File: src/rtl/pt_pkg.sv
package pt_pkg;
  typedef enum logic [1:0] {
    S_IDLE   = 2'd0,
    S_HIGH   = 2'd1,
    S_LOW    = 2'd2,
    S_SETTLE = 2'd3
  } rec_state_t;
endpackage

File: src/rtl/pt_edge_sync.sv
module pt_edge_sync #(
  parameter int STAGES = 2
) (
  input  logic clk,
  input  logic rst_n,
  input  logic async_i,
  output logic rise_o
);
  // STAGES synchronizer flops plus one history flop
  logic [STAGES:0] sh_q;

  always_ff @(posedge clk) begin
    if (!rst_n) sh_q <= '0;
    else        sh_q <= {sh_q[STAGES-1:0], async_i};
  end

  assign rise_o = sh_q[STAGES-1] & ~sh_q[STAGES];
endmodule

File: src/rtl/pt_ovf_counter.sv
module pt_ovf_counter #(
  parameter int W        = 16,
  parameter bit SATURATE = 1'b1
) (
  input  logic         clk,
  input  logic         rst_n,
  input  logic         clr_i,
  input  logic         inc_i,
  output logic [W-1:0] count_o
);
  logic [W-1:0] cnt_q;
  logic [W-1:0] nxt;

  generate
    if (SATURATE) begin : g_sat
      assign nxt = (cnt_q == {W{1'b1}}) ? cnt_q : cnt_q + 1'b1;
    end else begin : g_wrap
      assign nxt = cnt_q + 1'b1;
    end
  endgenerate

  always_ff @(posedge clk) begin
    if (!rst_n)     cnt_q <= '0;
    else if (clr_i) cnt_q <= '0;
    else if (inc_i) cnt_q <= nxt;
  end

  assign count_o = cnt_q;
endmodule

File: src/rtl/pt_injector.sv
module pt_injector
  import pt_pkg::*;
#(
  parameter int MOD_N  = 16,
  parameter int TW     = 8,
  parameter int SETTLE = 4,
  parameter int KW     = $clog2(MOD_N + 1)
) (
  input  logic          clk,
  input  logic          rst_n,
  input  logic          start_i,
  input  logic [TW-1:0] hi_i,
  input  logic [TW-1:0] lo_i,
  input  logic          ovf_rise_i,
  output logic          inj_o,
  output logic          busy_o,
  output logic          done_o,
  output logic          fail_o,
  output logic [KW-1:0] k_o
);
  localparam int SW    = $clog2(SETTLE + 1);
  localparam int TMR_W = (TW > SW) ? TW : SW;

  rec_state_t       state_q, state_d;
  logic [TMR_W-1:0] tmr_q, tmr_d;
  logic [KW-1:0]    k_q, k_d;
  logic             seen_q, seen_d;
  logic             inj_q;

  function automatic logic [TMR_W-1:0] ld(input logic [TW-1:0] t);
    return (t == '0) ? '0 : TMR_W'(t - 1'b1);
  endfunction

  always_comb begin
    state_d = state_q;
    tmr_d   = tmr_q;
    k_d     = k_q;
    seen_d  = seen_q | ((state_q != S_IDLE) & ovf_rise_i);
    done_o  = 1'b0;
    fail_o  = 1'b0;
    case (state_q)
      S_IDLE: begin
        if (start_i) begin
          state_d = S_HIGH;
          tmr_d   = ld(hi_i);
          k_d     = '0;
          seen_d  = 1'b0;
        end
      end
      S_HIGH: begin
        if (tmr_q == '0) begin
          state_d = S_LOW;
          tmr_d   = ld(lo_i);
          k_d     = k_q + 1'b1;
        end else begin
          tmr_d = tmr_q - 1'b1;
        end
      end
      S_LOW: begin
        if (tmr_q == '0) begin
          state_d = S_SETTLE;
          tmr_d   = TMR_W'(SETTLE - 1);
        end else begin
          tmr_d = tmr_q - 1'b1;
        end
      end
      S_SETTLE: begin
        if (tmr_q != '0) begin
          tmr_d = tmr_q - 1'b1;
        end else if (seen_q | ovf_rise_i) begin
          state_d = S_IDLE;
          done_o  = 1'b1;
        end else if (k_q == KW'(MOD_N)) begin
          state_d = S_IDLE;
          fail_o  = 1'b1;
        end else begin
          state_d = S_HIGH;
          tmr_d   = ld(hi_i);
        end
      end
      default: state_d = S_IDLE;
    endcase
  end

  always_ff @(posedge clk) begin
    if (!rst_n) begin
      state_q <= S_IDLE;
      tmr_q   <= '0;
      k_q     <= '0;
      seen_q  <= 1'b0;
      inj_q   <= 1'b0;
    end else begin
      state_q <= state_d;
      tmr_q   <= tmr_d;
      k_q     <= k_d;
      seen_q  <= seen_d;
      inj_q   <= (state_d == S_HIGH);
    end
  end

  assign inj_o  = inj_q;
  assign busy_o = (state_q != S_IDLE);
  assign k_o    = k_q;
endmodule

File: src/rtl/pulse_tally.sv
module pulse_tally #(
  parameter int MOD_N       = 16,
  parameter int CNT_W       = 16,
  parameter int TW          = 8,
  parameter int SYNC_STAGES = 2,
  parameter int KW          = $clog2(MOD_N + 1),
  parameter int TOT_W       = CNT_W + KW
) (
  input  logic             clk,
  input  logic             rst_n,
  input  logic             acq_i,
  input  logic             ovf_i,
  input  logic             start_i,
  input  logic [TW-1:0]    hi_time_i,
  input  logic [TW-1:0]    lo_time_i,
  output logic             inj_o,
  output logic [TOT_W-1:0] total_o,
  output logic             total_valid_o,
  input  logic             total_ready_i,
  output logic             err_o
);
  localparam int SETTLE = SYNC_STAGES + 2;

  logic             ovf_rise;
  logic             acq_q;
  logic             acq_rise;
  logic [CNT_W-1:0] ovf_cnt;
  logic             busy;
  logic             done;
  logic             fail;
  logic [KW-1:0]    k_cnt;
  logic             start_ok;
  logic             valid_q;
  logic             err_q;
  logic [TOT_W-1:0] total_q;

  pt_edge_sync #(.STAGES(SYNC_STAGES)) u_sync (
    .clk     (clk),
    .rst_n   (rst_n),
    .async_i (ovf_i),
    .rise_o  (ovf_rise)
  );

  assign acq_rise = acq_i & ~acq_q;

  pt_ovf_counter #(.W(CNT_W), .SATURATE(1'b1)) u_cnt (
    .clk     (clk),
    .rst_n   (rst_n),
    .clr_i   (acq_rise),
    .inc_i   (ovf_rise & ~busy),
    .count_o (ovf_cnt)
  );

  assign start_ok = start_i & ~acq_i & ~busy & ~valid_q;

  pt_injector #(.MOD_N(MOD_N), .TW(TW), .SETTLE(SETTLE), .KW(KW)) u_inj (
    .clk        (clk),
    .rst_n      (rst_n),
    .start_i    (start_ok),
    .hi_i       (hi_time_i),
    .lo_i       (lo_time_i),
    .ovf_rise_i (ovf_rise),
    .inj_o      (inj_o),
    .busy_o     (busy),
    .done_o     (done),
    .fail_o     (fail),
    .k_o        (k_cnt)
  );

  always_ff @(posedge clk) begin
    if (!rst_n) begin
      acq_q   <= 1'b0;
      valid_q <= 1'b0;
      err_q   <= 1'b0;
      total_q <= '0;
    end else begin
      acq_q <= acq_i;
      if (done) begin
        valid_q <= 1'b1;
        total_q <= TOT_W'(ovf_cnt) * TOT_W'(MOD_N)
                   + TOT_W'(MOD_N) - TOT_W'(k_cnt);
      end else if (valid_q && total_ready_i) begin
        valid_q <= 1'b0;
      end
      if (acq_rise)  err_q <= 1'b0;
      else if (fail) err_q <= 1'b1;
    end
  end

  assign total_o       = total_q;
  assign total_valid_o = valid_q;
  assign err_o         = err_q;
endmodule

File: config.mk
export PLATFORM = sky130hd
export DESIGN_NAME = pulse_tally
export DESIGN_NICKNAME = d
export VERILOG_FILES = /design/src/rtl/pt_pkg.sv /design/src/rtl/pt_edge_sync.sv /design/src/rtl/pt_ovf_counter.sv /design/src/rtl/pt_injector.sv /design/src/rtl/pulse_tally.sv
export SDC_FILE = /design/constraint.sdc
export NUM_CORES = 1
export LEC_CHECK = 0
export BUFFER_PORTS_ARGS = -buffer_cell sky130_fd_sc_hd__buf_4
export CAP_MARGIN = 20
export CORE_UTILIZATION = 61
export DETAILED_ROUTE_END_ITERATION = 7
export HOLD_SLACK_MARGIN = 0.02
export PLACE_DENSITY = 0.85
export SYNTH_ARGS = -nofsm -noshare
export SYNTH_HDL_FRONTEND = slang
export SYNTH_SLANG_ARGS = --single-unit
File: constraint.sdc
create_clock -name clk -period 4 [get_ports clk]
set_input_delay 0.8 -clock clk [delete_from_list [all_inputs] [get_ports clk]]
set_output_delay 0.8 -clock clk [all_outputs]
set_load 0.01 [all_outputs]
## Yosys cells after proc, flatten, opt, wreduce, memory -nomap -nowiden

Cells that the tools add are included.
W data, S select, Z words.

- Output and inout port bits: 24
- Register bits after elaboration: 60
- Word-level logic and storage cells: 87
- Input bits: 22

- Reductions and logical operators: 13
- Eq/ne operators: 10
- Multiplexer cells: 30
- Add/subtract/negate cells: 7
- Bitwise logic cells: 16

Operators by type and width:

| kind | count |
|---|---|
| $mux W8 | 8 |
| $pmux W8 S4 | 1 |
| $logic_not A8 Y1 | 3 |
| $sub A8 B1 Y8 const B | 3 |
| $add A20 B5 Y21 const B | 1 |
| $sub A21 B5 Y21 | 1 |
| $add A16 B1 Y16 const B | 1 |
| $eq A16 B16 Y1 const B | 1 |
| $mux W1 | 12 |
| $mux W2 | 5 |
| $mux W5 | 2 |
| $pmux W5 S2 | 1 |
| $pmux W2 S4 | 1 |
| $reduce_bool A8 Y1 | 1 |
| $and A1 B1 Y1 | 7 |
| $not A1 Y1 | 7 |
| $ne A3 B2 Y1 const B | 2 |
| $reduce_and A3 Y1 | 2 |
| $reduce_bool A2 Y1 | 3 |
| $add A5 B1 Y5 const B | 1 |
| $eq A5 B5 Y1 const B | 1 |
| $eq A2 B1 Y1 const B | 2 |
| $eq A2 B2 Y1 const B | 2 |
| $logic_not A2 Y1 | 1 |
| 6 further kinds | 7 |

## Logic depth before layout (Yosys ltp)

- Depth after elaboration: 7
- Depth in mapped cells: 10
- Gate-level depth less buffers: 10

## Hierarchy

Synthesis repeated with hierarchy kept, for this count alone.

- Cells, all modules: 550
- Area, all modules: 4,388.0 um2

Modules (own cells, without submodules):

| module | instances | cells each | area each (um2) | seq. area each (um2) |
|---|---|---|---|---|
| pulse_tally | 1 | 254 | 1,976.9 | 480.5 |
| pt_injector | 1 | 193 | 1,477.7 | 340.3 |
| pt_ovf_counter | 1 | 96 | 840.8 | 320.3 |
| pt_edge_sync | 1 | 7 | 92.6 | 60.1 |

## Worst setup path after synthesis

No wires, ideal clock.

- Path type: reg-to-reg
- Start: reg u_inj.tmr_q[0]
- End: reg total_q[19] (netlist: total_o[19])
- Data required time: 3,924 ps
- Path buffers: 1
- Arrival: 2,331 ps
- Slack: 1,593 ps
- Period minus slack after synthesis: 2,407 ps
- Setup time: 76 ps
- Stages on the path, launching flop included: 9
- Cells stage by stage: dfxtp_1 -> inv_1 -> ha_1 -> or4b_4 -> nand2b_4 -> or3_1 -> buf_2 -> or4_1 -> a31oi_1

- Longest elaborated chain between the ends: 3

RTL lines:

| element | RTL line | RTL |
|---|---|---|
| from (decl) | pt_injector.sv:25 | `logic [TMR_W-1:0] tmr_q, tmr_d;` |
| from (signal assigned) | pt_injector.sv:94 | `tmr_q <= tmr_d;` |
| $reduce_bool A8 Y1 | pt_injector.sv:68 | `if (tmr_q != '0) begin` |
| $mux W1 | pt_injector.sv:68 |  |
| $mux W1 | pt_injector.sv:41 | `case (state_q)` |
| to (signal assigned) | pulse_tally.sv:80 | `total_q <= TOT_W'(ovf_cnt) * TOT_W'(MOD_N)` |
| to (decl) | pulse_tally.sv:35 | `logic [TOT_W-1:0] total_q;` |

Every way passes these cells.
A chain may end at the register's enable or synchronous reset.

## Worst setup path in the final report

Same ends and word-level chain as after synthesis.

==> results_dict.tcl <==
set metrics [dict create \
    crit_type "flip-flop to flip-flop" \
    core_um2 6386 \
    p_leak_nw 1.959 \
    cap_violations 0 \
    cts_made_buffers 9 \
    fmax_mhz 348.9 \
    fin_crit_ns 2.866 \
    yosysSeqAreaShare_pct 29.57 \
    nFillCells 503 \
    overflow 0 \
    async_flop_share_pct 0 \
    yosysWarnings 0 \
    diodes 0 \
    cts_resized 0 \
    fin_crit_sh_pct 71.65 \
    met2_wirelength_mm 4.578 \
    grt_pass1_wl_mm 16.82 \
    rsz0062_at_grt "no" \
    slew_headroom_pct 43.63 \
    worstMarginPinSlew_ns 0.8346 \
    drt_iter0_markers 313 \
    finalMaxSlewViolations 0 \
    viasPerCell 6.200 \
    remaining_drc_errors 0 \
    cts-root-buf "clkbuf_8" \
    grt_max_degree 28 \
    power_mw 1.523 \
    crit_path_end_kind "flip-flop" \
    setup.worst_path.start "u_inj.tmr_q[0]" \
    worst_setup_path_start_kind "flip-flop" \
    io_buffers 45 \
    synth_edf_count 0 \
    holdBufCountCts 0 \
    clkSlewWorstSetupHoldPaths_ns 0.07 \
    met3_wirelength_um 745 \
    post_drt_wl_per_cell_um 15.96 \
    hold_class "flip-flop to flip-flop" \
    cts_tree "yes" \
    clockBufferDepth 2 \
    drtPass1Iterations 5 \
    start_util_pct 63.60 \
    grt_usage_pct 29.86 \
    path_max_fanout 18 \
    postSynthCellCount 517 \
    die_w_um 83.60 \
    vias 3962 \
    synth-seq-cells 60 \
    ir_drop_v 0.0002442 \
    final_nets 618 \
    design.die.area_um2 6988 \
    hold_viol_final 0 \
    syn_nets 578 \
    cts_setup_buffers 0 \
    power.density_nw_per_um2 326.3 \
    place_congestion 0.9512 \
    antenna_found_initial 0 \
    fin_worst_skew_ns 0.008543 \
    netlist_area_um2 4061 \
    wl_met1_mm 4.713 \
    area_growth_pct 14.88 \
    avgSynthCellArea_um2 7.856 \
    grt_pass1_vias 3616 \
    synth_cell_type_count 59 \
    topRoutingLayerUsed "met4" \
    die_h_um 83.60 \
    drt_wl_total_mm 10.20 \
    whs_ns 0.4499 \
    cts.sinks 60 \
    clk_latency_ns 0.36 \
    hp-start "u_sync.sh_q[0]" \
    fin_setup_tns_ns 0 \
    crit_arrival_ns 3.14 \
    placementRows 29 \
    pin_count 46 \
    hpwl_mm 7.539 \
    reg2reg_from "u_inj.tmr_q[0]" \
    required_ns 4.27 \
    multi_input_area_um2 2653 \
    drive_gt1_share_pct 13.17 \
    ys.flop_type "dfxtp_1" \
    h-tree-depth 3 \
    setup-violations-final 0 \
    outcome "complete, no violations" \
    ff_latch_area_um2 1201 \
    postRouteAntennaNets 0 \
]
## cell usage in the layout, fill, tap and decap left out, types with 3 or more instances in the layout
master / count
nand2_1: 43
clkinvlp_4: 3
or3_1: 7
clkbuf_8: 9
nand4_1: 8
mux2i_1: 5
and3_1: 3
a21o_1: 5
ha_1: 39
a22oi_1: 3
and2_1: 8
nor3b_1: 6
o21ai_0: 35
buf_4: 47
or2_2: 3
a211oi_1: 6
nor2_1: 48
or4_1: 4
dfxtp_1: 60
xnor2_1: 34
o22ai_1: 3
nor3_1: 17
nand3_1: 18
nor2b_1: 4
a31oi_1: 12
inv_1: 36
a21oi_1: 40
nand2b_1: 5
xor2_1: 7
## cell families after synthesis
family | after synthesis | share of synthesized area (%)
xor gates and xnor gates | 41 | 8.842
AOI/OAI and AO/OA | 130 | 19.66
adders and majority gates | 39 | 12.01
and+or+nand+nor | 185 | 23.01
buffers and inverters | 55 | 5.114
DFF | 60 | 29.57
muxes | 7 | 1.787
## per-layer routing
layer	vias to the layer above	global-route usage, %
li1	1906	-
met1	1866	41.06
met2	176	46.93
met3	14	5.045
met4	0	11.09
met5	-	0
## power breakdown
group | internal, mW | switching, mW
registers | 0.616 | 0.0248
logic | 0.104 | 0.155
clock network | 0.353 | 0.270
total | 1.07 | 0.450
## cell type report
class                      instances  share of cell area [%]
inverter                          37                   2.977
sequential                        60                   25.74
timing repair buffer              47                   7.562
clock inverter                     7                   2.145
clock buffer                       9                   2.655
multi-input combinational        402                   56.85
tap                               77                   2.065
## worst max-delay path, cell delays in order, from the launching register on
cell,delay (ns)
dfxtp_1,0.33
inv_1,0.09
ha_1,0.21
or4b_4,0.50
nand2b_4,0.22
or3_1,0.69
or4_1,0.58
a31oi_1,0.16
## through the flow
| stage | instance area (um^2) | utilization [%] | std cells | setup slack, ns |
|---|---|---|---|---|
| after floorplan | 4061 | - | 517 | 1.593 |
| after global placement | 4442 | 69.55 | 623 | 1.223 |
| after detailed placement | 4442 | 69.55 | 623 | 1.143 |
| after CTS | 4666 | 73.06 | 639 | 1.167 |
| after global routing | 4666 | 73.06 | 639 | 1.008 |
| final | 4666 | 73.06 | 639 | 1.134 |
## worst paths after layout
check	endpoint	slack [ns]	depth (start not counted)
max	total_o[19]	1.13	7
max reg2reg	total_o[19]	1.13	7
min reg2reg	u_sync.sh_q[1]	0.45	1
min	u_sync.sh_q[1]	0.45	1
## state kept, by name, indices dropped and copies added (netlist names)
name	count
u_inj.inj_o	1
u_inj.k_o	5
u_cnt.count_o	16
total_valid_o	1
total_o	21
u_sync.sh_q	3
u_inj.seen_q	1
acq_q	1
u_inj.state_q	2
u_inj.tmr_q	8
err_o	1
## synth_stat cells, drive strengths merged, types with 7 or more instances
cell type,instances,area (um^2)
a21oi,40,200.2
a31oi,12,75.07
xor2,7,61.31
ha,39,488.0
and2,8,50.05
inv,36,135.1
xnor2,34,297.8
or3,7,43.79
nand4,8,50.05
nand2,43,161.4
clkbuf,16,60.06
nor3,18,95.09
nor2,48,180.2
o21ai,36,180.2
dfxtp,60,1201
nand3,18,90.09
No activity file was read; power rests on OpenSTA's default activity.
